### config.mk
export PLATFORM = sky130hd
export DESIGN_NAME = dmx_slot_sel
export DESIGN_NICKNAME = d
export VERILOG_FILES = /design/src/rtl/dmx_sel_pkg.sv /design/src/rtl/dmx_rst_sync.sv /design/src/rtl/dmx_addr_map.sv /design/src/rtl/dmx_slot_fsm.sv /design/src/rtl/dmx_blink.sv /design/src/rtl/dmx_slot_sel.sv
export SDC_FILE = /design/constraint.sdc
export NUM_CORES = 1
export LEC_CHECK = 0
export ABC_AREA = 0
export ABC_CLOCK_PERIOD_IN_PS = 3450
export BUFFER_PORTS_ARGS = -buffer_cell sky130_fd_sc_hd__buf_4
export CAP_MARGIN = 10
export CORE_MARGIN = 3
export CORE_UTILIZATION = 59
export DETAILED_ROUTE_END_ITERATION = 6
export PLACE_DENSITY = 0.94
export SYNTH_ARGS = -nofsm -noshare
export SYNTH_HDL_FRONTEND = slang
export SYNTH_SLANG_ARGS = --single-unit
### constraint.sdc
create_clock -name clk -period 3.45 [get_ports clk]
set_input_delay 0.345 -clock clk [delete_from_list [all_inputs] [get_ports clk]]
set_output_delay 0.345 -clock clk [all_outputs]
set_load 0.01 [all_outputs]
### src/rtl/dmx_sel_pkg.sv
package dmx_sel_pkg;
  typedef enum logic [0:0] {
    ST_WAIT = 1'b0,
    ST_RUN  = 1'b1
  } rx_state_e;
endpackage

### src/rtl/dmx_rst_sync.sv
module dmx_rst_sync #(
  parameter int STAGES = 2
) (
  input  logic clk,
  input  logic arst_n,
  output logic rst_n_o
);
  logic [STAGES-1:0] sync_q;

  always_ff @(posedge clk or negedge arst_n) begin
    if (!arst_n) sync_q <= '0;
    else         sync_q <= {sync_q[STAGES-2:0], 1'b1};
  end

  assign rst_n_o = sync_q[STAGES-1];
endmodule

### src/rtl/dmx_addr_map.sv
module dmx_addr_map #(
  parameter int ADDR_W = 9,
  parameter int LO_W   = 5
) (
  input  logic               clk,
  input  logic               rst_n,
  input  logic [LO_W-1:0]    sw_lo_n,
  input  logic [ADDR_W-LO_W-1:0] sw_hi_n,
  input  logic               load,
  output logic [ADDR_W-1:0]  addr_q,
  output logic               addr_zero
);
  logic [ADDR_W-1:0] addr_live;
  logic [ADDR_W-1:0] addr_d;

  assign addr_live = ~{sw_hi_n, sw_lo_n};
  assign addr_zero = (addr_live == '0);

  always_comb begin
    addr_d = addr_q;
    if (load) addr_d = addr_live;
  end

  always_ff @(posedge clk or negedge rst_n) begin
    if (!rst_n) addr_q <= '0;
    else        addr_q <= addr_d;
  end

  // stored address only moves at a break
  a_r7_addr_hold: assert property (@(posedge clk) disable iff (!rst_n)
    !load |=> $stable(addr_q));
endmodule

### src/rtl/dmx_slot_fsm.sv
module dmx_slot_fsm
  import dmx_sel_pkg::*;
#(
  parameter int DATA_W = 8,
  parameter int ADDR_W = 9
) (
  input  logic              clk,
  input  logic              rst_n,
  input  logic              byte_valid,
  input  logic [DATA_W-1:0] byte_data,
  input  logic              byte_ferr,
  input  logic              byte_ovr,
  input  logic [ADDR_W-1:0] addr,
  output logic              brk,
  output logic [DATA_W-1:0] value_q,
  output logic              strobe_q
);
  localparam int SLOT_W = ADDR_W + 1;
  localparam logic [SLOT_W-1:0] SLOT_MAX = SLOT_W'(1) << ADDR_W;

  rx_state_e          state_q, state_d;
  logic [SLOT_W-1:0]  cnt_q, cnt_d;
  logic               cap_q, cap_d;
  logic [DATA_W-1:0]  value_d;
  logic               strobe_d;

  assign brk = byte_valid && byte_ferr && !byte_ovr;

  always_comb begin
    state_d  = state_q;
    cnt_d    = cnt_q;
    cap_d    = cap_q;
    value_d  = value_q;
    strobe_d = 1'b0;
    if (byte_valid) begin
      if (byte_ovr) begin
        state_d = ST_WAIT;
      end else if (byte_ferr) begin
        state_d = ST_RUN;
        cnt_d   = '0;
        cap_d   = 1'b0;
      end else if (state_q == ST_RUN) begin
        if (cnt_q == '0) begin
          if (byte_data != '0) state_d = ST_WAIT;
          else                 cnt_d   = SLOT_W'(1);
        end else begin
          if (!cap_q && (cnt_q == {1'b0, addr})) begin
            value_d  = byte_data;
            strobe_d = 1'b1;
            cap_d    = 1'b1;
          end
          if (cnt_q != SLOT_MAX) cnt_d = cnt_q + SLOT_W'(1);
        end
      end
    end
  end

  always_ff @(posedge clk or negedge rst_n) begin
    if (!rst_n) begin
      state_q  <= ST_WAIT;
      cnt_q    <= '0;
      cap_q    <= 1'b0;
      value_q  <= '0;
      strobe_q <= 1'b0;
    end else begin
      state_q  <= state_d;
      cnt_q    <= cnt_d;
      cap_q    <= cap_d;
      value_q  <= value_d;
      strobe_q <= strobe_d;
    end
  end

  // overrun forces waiting state
  a_r2_overrun_wait: assert property (@(posedge clk) disable iff (!rst_n)
    (byte_valid && byte_ovr) |=> (state_q == ST_WAIT));
  // nothing captured while waiting
  a_r2_wait_silent: assert property (@(posedge clk) disable iff (!rst_n)
    (state_q == ST_WAIT) |=> !strobe_q);
  // break clears count and capture flag
  a_r3_break_clears: assert property (@(posedge clk) disable iff (!rst_n)
    brk |=> (state_q == ST_RUN && cnt_q == '0 && !cap_q));
  // strobe lasts one cycle
  a_r5_strobe_pulse: assert property (@(posedge clk) disable iff (!rst_n)
    strobe_q |=> !strobe_q);
  // one capture per packet
  a_r6_single_capture: assert property (@(posedge clk) disable iff (!rst_n)
    cap_q |=> !strobe_q);
  // slot counter never passes its ceiling
  a_r8_slot_ceiling: assert property (@(posedge clk) disable iff (!rst_n)
    cnt_q <= SLOT_MAX);
endmodule

### src/rtl/dmx_blink.sv
module dmx_blink #(
  parameter int BLINK_W = 5
) (
  input  logic clk,
  input  logic rst_n,
  input  logic brk,
  output logic led
);
  logic [BLINK_W-1:0] cnt_q, cnt_d;

  always_comb begin
    cnt_d = cnt_q;
    if (brk) cnt_d = cnt_q + BLINK_W'(1);
  end

  always_ff @(posedge clk or negedge rst_n) begin
    if (!rst_n) cnt_q <= '0;
    else        cnt_q <= cnt_d;
  end

  assign led = ~cnt_q[BLINK_W-1];

  // LED changes only on a break
  a_r9_led_steady: assert property (@(posedge clk) disable iff (!rst_n)
    !brk |=> $stable(led));
endmodule

### src/rtl/dmx_slot_sel.sv
module dmx_slot_sel #(
  parameter int DATA_W  = 8,
  parameter int ADDR_W  = 9,
  parameter int LO_W    = 5,
  parameter int BLINK_W = 5
) (
  input  logic                   clk,
  input  logic                   rst_n,
  input  logic                   rx_valid,
  input  logic [DATA_W-1:0]      rx_data,
  input  logic                   rx_ferr,
  input  logic                   rx_ovr,
  input  logic [LO_W-1:0]        sw_lo_n,
  input  logic [ADDR_W-LO_W-1:0] sw_hi_n,
  output logic [DATA_W-1:0]      chan_value,
  output logic                   chan_strobe,
  output logic                   led,
  output logic                   addr_zero
);
  logic              rst_n_s;
  logic              brk;
  logic [ADDR_W-1:0] addr_q;

  dmx_rst_sync #(.STAGES(2)) u_rst (
    .clk     (clk),
    .arst_n  (rst_n),
    .rst_n_o (rst_n_s)
  );

  dmx_addr_map #(.ADDR_W(ADDR_W), .LO_W(LO_W)) u_addr (
    .clk       (clk),
    .rst_n     (rst_n_s),
    .sw_lo_n   (sw_lo_n),
    .sw_hi_n   (sw_hi_n),
    .load      (brk),
    .addr_q    (addr_q),
    .addr_zero (addr_zero)
  );

  dmx_slot_fsm #(.DATA_W(DATA_W), .ADDR_W(ADDR_W)) u_fsm (
    .clk        (clk),
    .rst_n      (rst_n_s),
    .byte_valid (rx_valid),
    .byte_data  (rx_data),
    .byte_ferr  (rx_ferr),
    .byte_ovr   (rx_ovr),
    .addr       (addr_q),
    .brk        (brk),
    .value_q    (chan_value),
    .strobe_q   (chan_strobe)
  );

  dmx_blink #(.BLINK_W(BLINK_W)) u_blink (
    .clk   (clk),
    .rst_n (rst_n_s),
    .brk   (brk),
    .led   (led)
  );
endmodule

Yosys cells after proc, flatten, opt, wreduce, memory -nomap -nowiden
Index checks and enable logic that the tools add are counted.
- flip-flop bits (word level): 37
- word-level logic and storage cells: 53
- input bits: 22
- reductions and logical operators: 14
- multiplexer cells: 20
- add/subtract/negate cells: 2
- bitwise operators: 5
- equal/unequal tests: 4
- operators with widths (cell ; count):
    $mux 10 ; 5
    $mux 1 ; 15
    $add 10x1->10 const B ; 1
    $eq 10x9->1 ; 1
    $logic_not 10->1 ; 1
    $ne 10x10->1 const B ; 1
    $reduce_and 5->1 ; 2
    $logic_not 9->1 ; 1
    $not 9->9 ; 1
    $reduce_bool 8->1 ; 1
    $reduce_and 6->1 ; 1
    $add 5x1->5 const B ; 1
    $not 1->1 ; 4
    $reduce_bool 2->1 ; 2
    $logic_and 1x1->1 ; 3
    $ne 3x3->1 const B ; 1
    $reduce_bool 3->1 ; 1
    $logic_not 1->1 ; 2
    $ne 2x2->1 const B ; 1

Depth between registers and ports, before layout
Gate-level depths: netlist of the first run.
- depth in word-level cells: 8
- gate-level depth with buffers: 6

Cells and area by module
Synthesis of the first run repeated with hierarchy kept, for this count alone.
- cell total of the unflattened synthesis: 171
- area total of the unflattened synthesis: 1866.8 µm²
- modules (own cells, without submodules) (module ; cells an instance ; instances ; seq. area each (µm²) ; area each (µm²)):
    dmx_slot_fsm ; 121 ; 1 ; 525.5 ; 1228.7
    dmx_addr_map ; 32 ; 1 ; 225.2 ; 380.4
    dmx_blink ; 15 ; 1 ; 125.1 ; 203.9
    dmx_rst_sync ; 3 ; 1 ; 50.0 ; 53.8

Worst setup path before layout of the first run
Ideal clock, no wire load.
- path type: register to register
- from: register u_fsm.cnt_q[0]
- to: register u_fsm.cnt_q[0]
- period minus slack after synthesis: 1826 ps
- arrival: 1701 ps
- setup slack: 1624 ps
- stages on the path, launching flop included: 7
- data required time: 3325 ps
- cells stage by stage: dfrtp_1 > inv_1 > ha_1 > nor4b_2 > nand3b_1 > o221ai_4 > mux2_2
- longest elaborated chain between the ends: 5
- elaborated cells between the ends (all ways): 10
- classes of those cells: add/sub (1); eq/ne (2); mux (4); reduce/logical (3)
- ends and longest elaborated chain (element ; RTL line ; RTL):
    from (decl) ; dmx_slot_fsm.sv:22 ; logic [SLOT_W-1:0] cnt_q, cnt_d;
    from (signal assigned) ; dmx_slot_fsm.sv:67 ; cnt_q <= cnt_d;
    $add 10x1->10 ; dmx_slot_fsm.sv:52 ; if (cnt_q != SLOT_MAX) cnt_d = cnt_q + SLOT_W'(1);
    $mux 10 ; dmx_slot_fsm.sv:52 ;
    $mux 10 ; dmx_slot_fsm.sv:43 ; if (cnt_q == '0) begin
    $mux 10 ; dmx_slot_fsm.sv:42 ; end else if (state_q == ST_RUN) begin
    $mux 10 ; dmx_slot_fsm.sv:38 ; end else if (byte_ferr) begin
Several ways; a longest one is shown, not always the timed one. The select of a mux whose other input is x is not followed.
A chain may end at the register's enable or synchronous reset.

Worst setup path after layout of the first run
- from: register u_fsm.cnt_q[1]
- to: register u_fsm.value_q[3]
- longest elaborated chain between the ends: 3
- elaborated cells between the ends (all ways): 5
- classes of those cells: eq/ne (1); bitwise (1); reduce/logical (3)
- ends and longest elaborated chain (element ; RTL line ; RTL):
    $eq 10x9->1 / $logic_not 10->1 (equally long branches) ; dmx_slot_fsm.sv:47, dmx_slot_fsm.sv:43 ;
    $logic_and 1x1->1 / $not 1->1 (equally long branches) ; n/a ;
    $reduce_and 6->1 (no line) * ; n/a ;
    to (signal assigned) ; dmx_slot_fsm.sv:69 ; value_q <= value_d;
    to (decl) ; dmx_slot_fsm.sv:15 ; output logic [DATA_W-1:0] value_q,
Mark *: on every way between the ends. The rest lies on a longest branch, timed or not.

==> results of run 1 <==
[report_power, final]
group / switching, mW / internal, mW
registers: 0.0955 / 0.506
logic: 0.133 / 0.132
clock network: 0.139 / 0.118
[metrics by stage]
| step | hold slack [ns] | total power, mW | instances | utilization | cell area [sq um] |
|---|---|---|---|---|---|
| floorplan | 0.0494 | 0.791 | 173 | - | 1890 |
| global placement | 0.127 | 0.849 | 239 | 0.742 | 2150 |
| detailed placement | 0.130 | 0.870 | 239 | 0.742 | 2150 |
| CTS | 0.184 | 1.13 | 248 | 0.770 | 2230 |
| global route | 0.174 | 1.20 | 248 | 0.770 | 2230 |
| finish | 0.192 | 1.12 | 248 | 0.770 | 2230 |
[logic make-up after synthesis]
family,Yosys count,synth area share
xor gates and xnor gates,13,0.0601
and+or+nand+nor,65,0.214
adders and majority gates,3,0.0198
DFF,37,0.489
buffers and inverters,15,0.0343
other,1,0.00198
muxes,10,0.0588
AOI/OAI and AO/OA,29,0.122
[per-layer routing]
metal / part of all wire / global-route usage / vias to the layer above
li1: - / - / 689
met1: 0.42 / 0.273 / 715
met2: 0.51 / 0.377 / 59
met3: 0.057 / 0.0647 / 9
met4: 0.017 / 0.0661 / 0
met5: 0 / 0 / -
[final cells by class]
cell class / instances / area, sq um
flip-flops and latches: 37 / 926
multi-input cells: 121 / 903
fillers: 206 / 668
repair buffers: 34 / 258
clock buffers: 7 / 65.1
well taps: 42 / 52.6
inverters: 6 / 22.5
clock inverters: 1 / 5.00
[worst max path at each step]
stage | endpoint | cells after the start | slack [ns] | start
6_report | u_fsm.value_q[3] | 6 | 1.40 | u_fsm.cnt_q[1]
5_1_grt | u_fsm.value_q[5] | 6 | 1.19 | u_fsm.cnt_q[1]
4_1_cts | u_fsm.cnt_q[0] | 6 | 1.43 | u_fsm.cnt_q[1]
3_5_place_dp | u_fsm.value_q[6] | 6 | 1.45 | u_fsm.cnt_q[1]
3_3_place_gp | u_fsm.cnt_q[5] | 5 | 1.50 | rx_data[5]
2_1_floorplan | u_fsm.cnt_q[0] | 6 | 1.62 | u_fsm.cnt_q[0]
[state kept, by name (all words and copies together), names as in the netlist]
signal / count
u_addr.addr_q: 9
u_blink.cnt_q: 5
u_fsm.cap_q: 1
u_fsm.cnt_q: 10
u_fsm.state_q: 1
u_fsm.strobe_q: 1
u_fsm.value_q: 8
u_rst.sync_q: 2
[layout by cell type (no fill, tap or decap), types with 2 or more instances in the layout]
cell / netlist / layout
a211o_2: 4 / 4
a21oi_1: 3 / 3
a221o_1: 3 / 3
a31oi_1: 2 / 2
and3_1: 2 / 2
buf_4: 1 / 33
clkbuf_4: 0 / 5
clkbuf_8: 0 / 2
dfrtp_1: 37 / 37
ha_1: 3 / 3
inv_1: 6 / 6
mux2_2: 9 / 9
nand2_1: 22 / 22
nand3_1: 6 / 6
nand4_1: 5 / 5
nor2_1: 7 / 7
nor3_1: 5 / 5
nor4_1: 3 / 3
nor4_2: 2 / 2
nor4b_2: 2 / 2
o211a_1: 3 / 3
o21ai_0: 10 / 10
xnor2_1: 4 / 4
xor2_1: 9 / 9
==> results.md, run 1 <==
- Gr ovfl total: 0
- Final Max Tran Viols: 0
- FMAX: 0.488 GHz
- First-pass GRT wire length: 6860 um
- Avg WL per Cell: 15.7 um
- DP Worst Slack: 1.45 ns
- Mapped Cells: 173
- Sequential area share after synthesis: 0.489
- Placeable core area: 0.00290 sq mm
- Post-CTS Repair Setup Buffers: 0
- Clock latency on the worst-skew pair: 0.34 ns
- Final hold vios: 0
- Synth Net Count: 198
- H-tree Lvls: 2
- Root buffer cell: clkbuf_4
- N_diodes: 0
- Clk buf depth: 2
- Number of global-route vias before repair: 1470
- Antenna viol nets, final: 0
- Cell Chain, Critical Path: inv_1, ha_1, nor4b_2, nand3_1, nand4_2, mux2_2
- Nets: 230
- Crit-path slowest cell: dfrtp_1
- Crit Path Class: flip-flop to flip-flop
- Final Skew: 0.00914 ns
- Type of the tightest min-delay check: input port to flip-flop
- Post_cts resized: 0
- Final worst slack: 1.40 ns
- Max transition margin: 0.529
- Area Overhead vs Synth: 17.8%
- Number of flops mapped to enable cells by yosys: 0
- Synth cell count leaders: 37 x dfrtp_1, 22 x nand2_1, 10 x o21ai_0
- Drt total wl: 3890 um
- Hold wc startpoint: sw_lo_n[2]
- PD cells: 503 mW/mm^2
- Top_reg_cell synth: dfrtp_1
- Top-area cell type share of the netlist area: 0.489
- Crit path largest cell delay: 0.46 ns
- DRT Pass-1 Iters: 4
- Total CTS buffers: 5
- Top post-synthesis cells by area: dfrtp_1 49%, mux2_2 5.4%, nand2_1 4.4%, xor2_1 4.2%, o21ai_0 2.6%
- Final setup violation count: 0
- Outcome: finished, final reports clean
- Leakage power: 1.09 nW
- Synth unique cells: 41
- CTS Hold Bufs: 1
- Vias: 1472
- Critical path capture point type: flip-flop
- Startpoint Class: flip-flop
- Mean post-synth cell area: 10.9 sq um
- Final Wtd Congestion: 0.885
- Starting Density: 0.653
- Die Width: 62.7 um
- PortBufs: 32
- Drt initial violations: 45
- CP Buf/Inv Count: 1
- I/O pins: 33
- Worst vdd ir: 444 uV
- Critical path required time: 3.67 ns
- CP Max Fanout: 9
- Drt drc: 0
- Reg-to-reg endpoint: u_fsm.value_q[3]
- Arrival @ worst endpoint: 2.27 ns
- Count leader, synth: dfrtp_1
- Initial antenna violation count: 0
- Largest net degree at the start of global routing: 36
- Die area: 0.00393 sq mm
- Crit path max-delay family: simple AND/OR/NAND/NOR gates
- # rows: 19
- Crit share post-route: 0.594
- Asr flop ratio synth: 1.00
- CTS tree: yes
- Post-Syn Area: 0.00189 sq mm
- Register bit total from synthesis: 37
- HPWL reported at the end of detailed placement: 2890 um
- Largest area contributor in the netlist: dfrtp_1
- Vias per cell: 5.94
- Minimum clock period: 2.05 ns
- Setup_tns: 0 ns
- Clock tree sinks: 37
- Worst-margin pin slew: 0.703 ns
- Layout cell share with drive strength beyond 1: 0.311
- Worst Hold Path Cells: 2
- Reg2reg start: u_fsm.cnt_q[1]
- # Max-Cap Violations: 0
- YS warnings: 0
- Die height: 62.7 um
- R2r worst-path depth: 6
- FF-to-FF setup slack: 1.40 ns
- Unrepaired setup endpoints after global routing: false
- Hold Path End: u_addr.addr_q[2]
- Total track usage: 0.222
- Clock Pin Slew Worst Setup and Hold Paths: 0.11 ns
(Power assumes the default switching activity.)
==> run 2: changes to the inputs <==
--- a/config.mk
+++ b/config.mk
@@ -5,14 +5,14 @@
 export SDC_FILE = /design/constraint.sdc
 export NUM_CORES = 1
 export LEC_CHECK = 0
-export ABC_AREA = 0
-export ABC_CLOCK_PERIOD_IN_PS = 3450
+export ABC_AREA = 1
+export ABC_CLOCK_PERIOD_IN_PS = 1900
 export BUFFER_PORTS_ARGS = -buffer_cell sky130_fd_sc_hd__buf_4
 export CAP_MARGIN = 10
 export CORE_MARGIN = 3
-export CORE_UTILIZATION = 59
+export CORE_UTILIZATION = 56
 export DETAILED_ROUTE_END_ITERATION = 6
-export PLACE_DENSITY = 0.94
+export PLACE_DENSITY = 0.9
 export SYNTH_ARGS = -nofsm -noshare
 export SYNTH_HDL_FRONTEND = slang
 export SYNTH_SLANG_ARGS = --single-unit
==> constraint.sdc (replaced) <==
create_clock -name clk -period 1.9 [get_ports clk]
set_input_delay 0.19 -clock clk [delete_from_list [all_inputs] [get_ports clk]]
set_output_delay 0.19 -clock clk [all_outputs]
set_load 0.01 [all_outputs]
==> results.md, run 2 <==
- Outcome: finished, final reports clean
- Top_reg_cell synth: dfrtp_1
- Antenna viol nets, final: 0
- Vias: 1729
- H-tree Lvls: 2
- Avg WL per Cell: 12.1 um
- Pint: 1.49 mW
- Mean post-synth cell area: 7.76 sq um
- Final setup violation count: 0
- Post-Syn Area: 0.00199 sq mm
- Largest area contributor in the netlist: dfrtp_1
- Total track usage: 0.215
- Arrival @ worst endpoint: 1.90 ns
- Final hold vios: 0
- Critical path required time: 2.17 ns
- Minimum clock period: 1.63 ns
- Type of the tightest min-delay check: input port to flip-flop
- Number of flip-flops in the largest register: 10
- Clock tree sinks: 37
- Crit-path most repeated cell: nand2_1
- Critical path capture point type: flip-flop
- Die area: 0.00431 sq mm
- Worst vdd ir: 682 uV
- PortBufs: 32
- Clock latency on the worst-skew pair: 0.35 ns
- Die Width: 65.7 um
- # Max-Cap Violations: 0
- Crit share post-route: 0.856
- Layout cell share with drive strength beyond 1: 0.224
- Top post-synthesis cells by area: dfrtp_1 46%, nand2_1 16%, nand4_1 4.7%, inv_1 4.0%, nor2_1 3.8%
- Largest regs: u_fsm.cnt_q x10, u_addr.addr_q x9, u_fsm.value_q x8
- Fillcell total: 260
- Starting Density: 0.588
- YS warnings: 0
- CP Buf/Inv Count: 1
- Synth Net Count: 282
- Most flops, register: u_fsm.cnt_q
- Drt initial violations: 112
- Top-area cell type share of the netlist area: 0.464
- Sequential area share after synthesis: 0.464
- Setup_tns: 0 ns
- Most frequent cells in the layout: 85 x nand2_1, 37 x dfrtp_1, 36 x buf_4
- Number of flops mapped to enable cells by yosys: 0
- Area Overhead vs Synth: 19.9%
- Register bit total from synthesis: 37
- Largest net degree at the start of global routing: 36
- Min Hold Slack: 0.0236 ns
- Flop pwr share: 0.455
- I/O pins: 33
- Unrepaired setup endpoints after global routing: false
- Total CTS buffers: 5
- Area of the multi-input gates: 921 sq um
- Clock Pin Slew Worst Setup and Hold Paths: 0.11 ns
- N_diodes: 0
- CTS tree: yes
- # rows: 21
- PD cells: 882 mW/mm^2
- Final Skew: 0.00777 ns
- Crit path largest cell delay: 0.40 ns
- Sw Ratio: 0.294
- Post-CTS Repair Setup Buffers: 0
- Switching power of the nets: 0.621 mW
- Startpoint Class: flip-flop
- Clk buf depth: 2
- Die height: 65.7 um
- DRT Pass-1 Iters: 4
- Crit-path slowest cell: dfrtp_1
- Placeable core area: 0.00339 sq mm
- Final cell count without fillers: 341
- Count leader, synth: nand2_1
- Nets: 319
- Gr ovfl total: 0
- Dpl cells: 332
- Synth unique cells: 26
- Crit path max-delay family: simple AND/OR/NAND/NOR gates
- Final Wtd Congestion: 0.894
- First-pass GRT wire length: 6920 um
- Final Max Tran Viols: 0
- Leakage power: 1.23 nW
- CP Max Fanout: 20
- Clk pwr share: 0.315
- Mapped Cells: 257
- FMAX: 0.615 GHz
- Asr flop ratio synth: 1.00
- Number of global-route vias before repair: 1542
- Crit Path Class: flip-flop to flip-flop
- Initial antenna violation count: 0
- Synth cell count leaders: 85 x nand2_1, 37 x dfrtp_1, 21 x inv_1
- Vias per cell: 5.07
- Reg area: 926 sq um
- Leading cell type in the layout, fill and taps excluded: nand2_1
- Root buffer cell: clkbuf_4
- HPWL reported at the end of detailed placement: 3030 um
- Cell Chain, Critical Path: inv_2, ha_1, nand2_1, nor2_1, nand2_1, nor2_4, nand2_2, nand3_4, nand2_1, o21ai_1
- Comb pwr share: 0.230
- Drt total wl: 4140 um
- Drt drc: 0
## run 2: layer usage
layer,track usage,vias up,wire [um],share of wire
met2,0.325,54,1960,0.47
met4,0.122,0,146,0.035
met3,0.0393,12,214,0.052
li1,-,893,-,-
met5,0,-,0,0
met1,0.288,770,1820,0.44
## run 2: layout make-up
class	count	share of cell area
Clock buffer	5	0.0157
Multi-Input combinational cell	185	0.385
Clock inverter	3	0.0272
Inverter	28	0.0439
Tap cell	46	0.0241
Timing Repair Buffer	37	0.117
Sequential cell	37	0.387
## run 2: power by group through the flow
stage                     logic (mW)  clock network, mW  registers [mW]
after detailed placement       0.477                  0           0.973
after global placement         0.459                  0           0.968
final                          0.486              0.664           0.959
after CTS                      0.481              0.679           0.959
after floorplan                0.317                  0           0.984
after global routing           0.555              0.712           0.973
## run 2: repair_timing
item / 4_1_cts / 5_1_grt
gates resized for setup: 0 / 1
endpoints found under the setup margin: 0 / 2
hold endpoints to repair: 2 / 0
hold buffers: 1 / 0
## run 2: cell families after synthesis
kind of cell | count (synthesis) | share of synthesized area
AOI/OAI and AO/OA | 28 | 0.0721
xor gates and xnor gates | 5 | 0.0220
adders and majority gates | 3 | 0.0188
buffers and inverters | 35 | 0.0778
DFF | 37 | 0.464
other | 1 | 0.00188
and+or+nand+nor | 148 | 0.343
## run 2: worst register-to-register path: cells and delay by family, from the launching register on
kind / cells / cell delay (ns)
buffers and inverters: 1 / 0.09
adders and majority gates: 1 / 0.14
AOI/OAI and AO/OA: 1 / 0.09
and+or+nand+nor: 7 / 0.83
DFF: 1 / 0.40
## run 2: worst paths after layout
| path | startpoint | slack, ns | end | depth (start not counted) |
|---|---|---|---|---|
| worst max-delay path | u_fsm.cnt_q[0] | 0.27 | u_fsm.cnt_q[5] | 10 |
| worst min register to register | u_rst.sync_q[1] | 0.31 | u_blink.cnt_q[3] | 1 |
| worst max register to register | u_fsm.cnt_q[0] | 0.27 | u_fsm.cnt_q[5] | 10 |
| worst min-delay path | sw_lo_n[0] | 0.02 | u_addr.addr_q[0] | 2 |
| min in group asynchronous | rst_n | 0.16 | u_rst.sync_q[1] | 2 |
| max in group asynchronous | u_rst.sync_q[1] | 1.28 | u_fsm.cnt_q[5] | 1 |
## run 2: per-stage QoR
| step | instance area (sq um) | utilization | power [mW] | worst slack [ns] |
|---|---|---|---|---|
| global route | 2390 | 0.706 | 2.24 | 0.110 |
| global placement | 2270 | 0.670 | 1.43 | 0.307 |
| detailed placement | 2270 | 0.670 | 1.45 | 0.172 |
| finish | 2390 | 0.706 | 2.11 | 0.274 |
| CTS | 2380 | 0.704 | 2.12 | 0.149 |
| floorplan | 1990 | - | 1.30 | 0.365 |
==> run 3: changes to the inputs <==
--- a/config.mk
+++ b/config.mk
@@ -6,13 +6,13 @@
 export NUM_CORES = 1
 export LEC_CHECK = 0
 export ABC_AREA = 1
-export ABC_CLOCK_PERIOD_IN_PS = 1900
+export ABC_CLOCK_PERIOD_IN_PS = 1400
 export BUFFER_PORTS_ARGS = -buffer_cell sky130_fd_sc_hd__buf_4
 export CAP_MARGIN = 10
 export CORE_MARGIN = 3
-export CORE_UTILIZATION = 56
+export CORE_UTILIZATION = 50
 export DETAILED_ROUTE_END_ITERATION = 6
-export PLACE_DENSITY = 0.9
+export PLACE_DENSITY = 0.85
 export SYNTH_ARGS = -nofsm -noshare
 export SYNTH_HDL_FRONTEND = slang
 export SYNTH_SLANG_ARGS = --single-unit
==> constraint.sdc (replaced) <==
create_clock -name clk -period 1.4 [get_ports clk]
set_input_delay 0.14 -clock clk [delete_from_list [all_inputs] [get_ports clk]]
set_output_delay 0.14 -clock clk [all_outputs]
set_load 0.01 [all_outputs]
==> results.md, run 3 (same netlist as run 2, synthesis figures left out) <==
- Crit share post-route: 1.14
- Arrival @ worst endpoint: 1.82 ns
- Max transition margin: 0.656
- Setup_tns: -3.31 ns
- Area Overhead vs Synth: 39.1%
- Vias: 2003
- HPWL reported at the end of detailed placement: 3410 um
- Antenna viol nets, final: 0
- Worst-margin pin slew: 0.515 ns
- N_diodes: 0
- Largest regs: u_fsm.cnt_q x10, u_addr.addr_q x9, u_fsm.value_q x8
- Number of global-route vias before repair: 1905
- Largest net degree at the start of global routing: 31
- Drt total wl: 5360 um
- Starting Density: 0.533
- Final worst slack: -0.194 ns
- Most flops, register: u_fsm.cnt_q
- Clock Pin Slew Worst Setup and Hold Paths: 0.08 ns
- Initial antenna violation count: 0
- # rows: 22
- Crit path largest cell delay: 0.45 ns
- Critical path capture point type: flip-flop
- Final Wtd Congestion: 0.834
- Placeable core area: 0.00374 sq mm
- Final Skew: 0.00682 ns
- DRT Pass-1 Iters: 4
- Nets: 349
- # Max-Cap Violations: 0
- Final hold vios: 0
- Unrepaired setup endpoints after global routing: true
- Crit-path slowest cell: dfrtp_1
- First-pass GRT wire length: 8250 um
- Die area: 0.00478 sq mm
- Avg WL per Cell: 14.4 um
- Layout cell share with drive strength beyond 1: 0.372
- Gr ovfl total: 0
- Drt initial violations: 108
- Outcome: finished, violations left
- CTS tree: yes
- Fin area: 0.00278 sq mm
- Crit Path Class: flip-flop to flip-flop
- Failing checks: negative setup slack
- Vias per cell: 5.37
- PortBufs: 32
- FMAX: 0.627 GHz
- Clock latency on the worst-skew pair: 0.30 ns
- Total track usage: 0.214
- Die Width: 69.2 um
- Minimum clock period: 1.59 ns
- Final Max Tran Viols: 0
- Startpoint Class: flip-flop
- Number of flip-flops in the largest register: 10
- Die height: 69.2 um
- H-tree Lvls: 2
- Drt drc: 0
- Leakage power: 1.41 nW
- Crit path max-delay family: simple AND/OR/NAND/NOR gates
- DP Worst Slack: -0.197 ns
- Dpl cell area: 0.00248 sq mm
- Cell Chain, Critical Path: inv_2, nand2_1, nor2_4, nand2_2, nor2_4, nand2_2, nand3_4, buf_16, nand2_2, o21ai_1
- Clk buf depth: 2
- Most frequent cells in the layout: 69 x nand2_1, 57 x buf_4, 35 x dfrtp_1
- Final setup violation count: 21
- Clock tree sinks: 37
- Total CTS buffers: 5
- CP Buf/Inv Count: 2
- CP Max Fanout: 10
- Leading cell type in the layout, fill and taps excluded: nand2_1
- Final Util: 0.741
- Type of the tightest min-delay check: input port to flip-flop
- I/O pins: 33
- Crit-path most repeated cell: nand2_2
- Root buffer cell: clkbuf_8
- Worst vdd ir: 1220 uV
- PD cells: 1110 mW/mm^2
- Fillcell total: 278
- PnR Total Power: 3.08 mW
- Critical path required time: 1.62 ns
## run 3: cell types whose count changed in the layout (fill, tap and decap cells not counted), sizes merged
cell | before | now
clkbuf | 5 | 6
bufinv | 2 | 0
buf | 36 | 64
clkinv | 1 | 3
nand3 | 15 | 16
## run 3: final timing paths
| path | startpoint | end | slack, ns | cells after the start |
|---|---|---|---|---|
| max | u_fsm.cnt_q[4] | u_fsm.cnt_q[1] | -0.19 | 10 |
| max in group asynchronous | u_rst.sync_q[1] | u_fsm.cnt_q[5] | 0.82 | 1 |
| min reg2reg | u_rst.sync_q[1] | u_blink.cnt_q[2] | 0.11 | 0 |
| min in group asynchronous | u_rst.sync_q[1] | u_blink.cnt_q[2] | 0.11 | 0 |
| max reg2reg | u_fsm.cnt_q[4] | u_fsm.cnt_q[1] | -0.19 | 10 |
| min | rx_valid | u_fsm.state_q | 0.02 | 2 |
## run 3: layer usage
layer	vias up	GRT usage	part of all wire
li1	957	-	-
met1	958	0.261	0.41
met2	65	0.349	0.51
met3	23	0.0627	0.053
met4	0	0.0976	0.030
met5	-	0	0
## run 3: area by class of cell
cell class	instances	area (sq um)	share of cell area
Clock buffer	5	68.8	0.0248
Tap cell	48	60.1	0.0216
Clock inverter	3	22.5	0.00812
Multi-Input combinational cell	186	1010	0.366
Timing Repair Buffer	66	576	0.207
Inverter	28	105	0.0379
Sequential cell	37	928	0.335
## run 3: stage by stage
stage | hold slack (ns) | std cells
2_1_floorplan | -0.156 | 257
3_3_place_gp | -0.0762 | 356
3_5_place_dp | -0.0736 | 356
4_1_cts | 0.0334 | 369
5_1_grt | 0.00691 | 373
6_report | 0.0191 | 373
## run 3: repair_timing
item	CTS	global route
cloned	2	1
hold buffers	1	0
hold endpoints to repair	2	0
resized for setup	11	21
setup endpoints to repair	21	21
buffers inserted	3	3
pin swaps	12	15
## run 3: where the power goes
group | internal (mW) | switching (mW)
Sequential | 1.20 | 0.111
Clock | 0.353 | 0.404
Combinational | 0.495 | 0.516
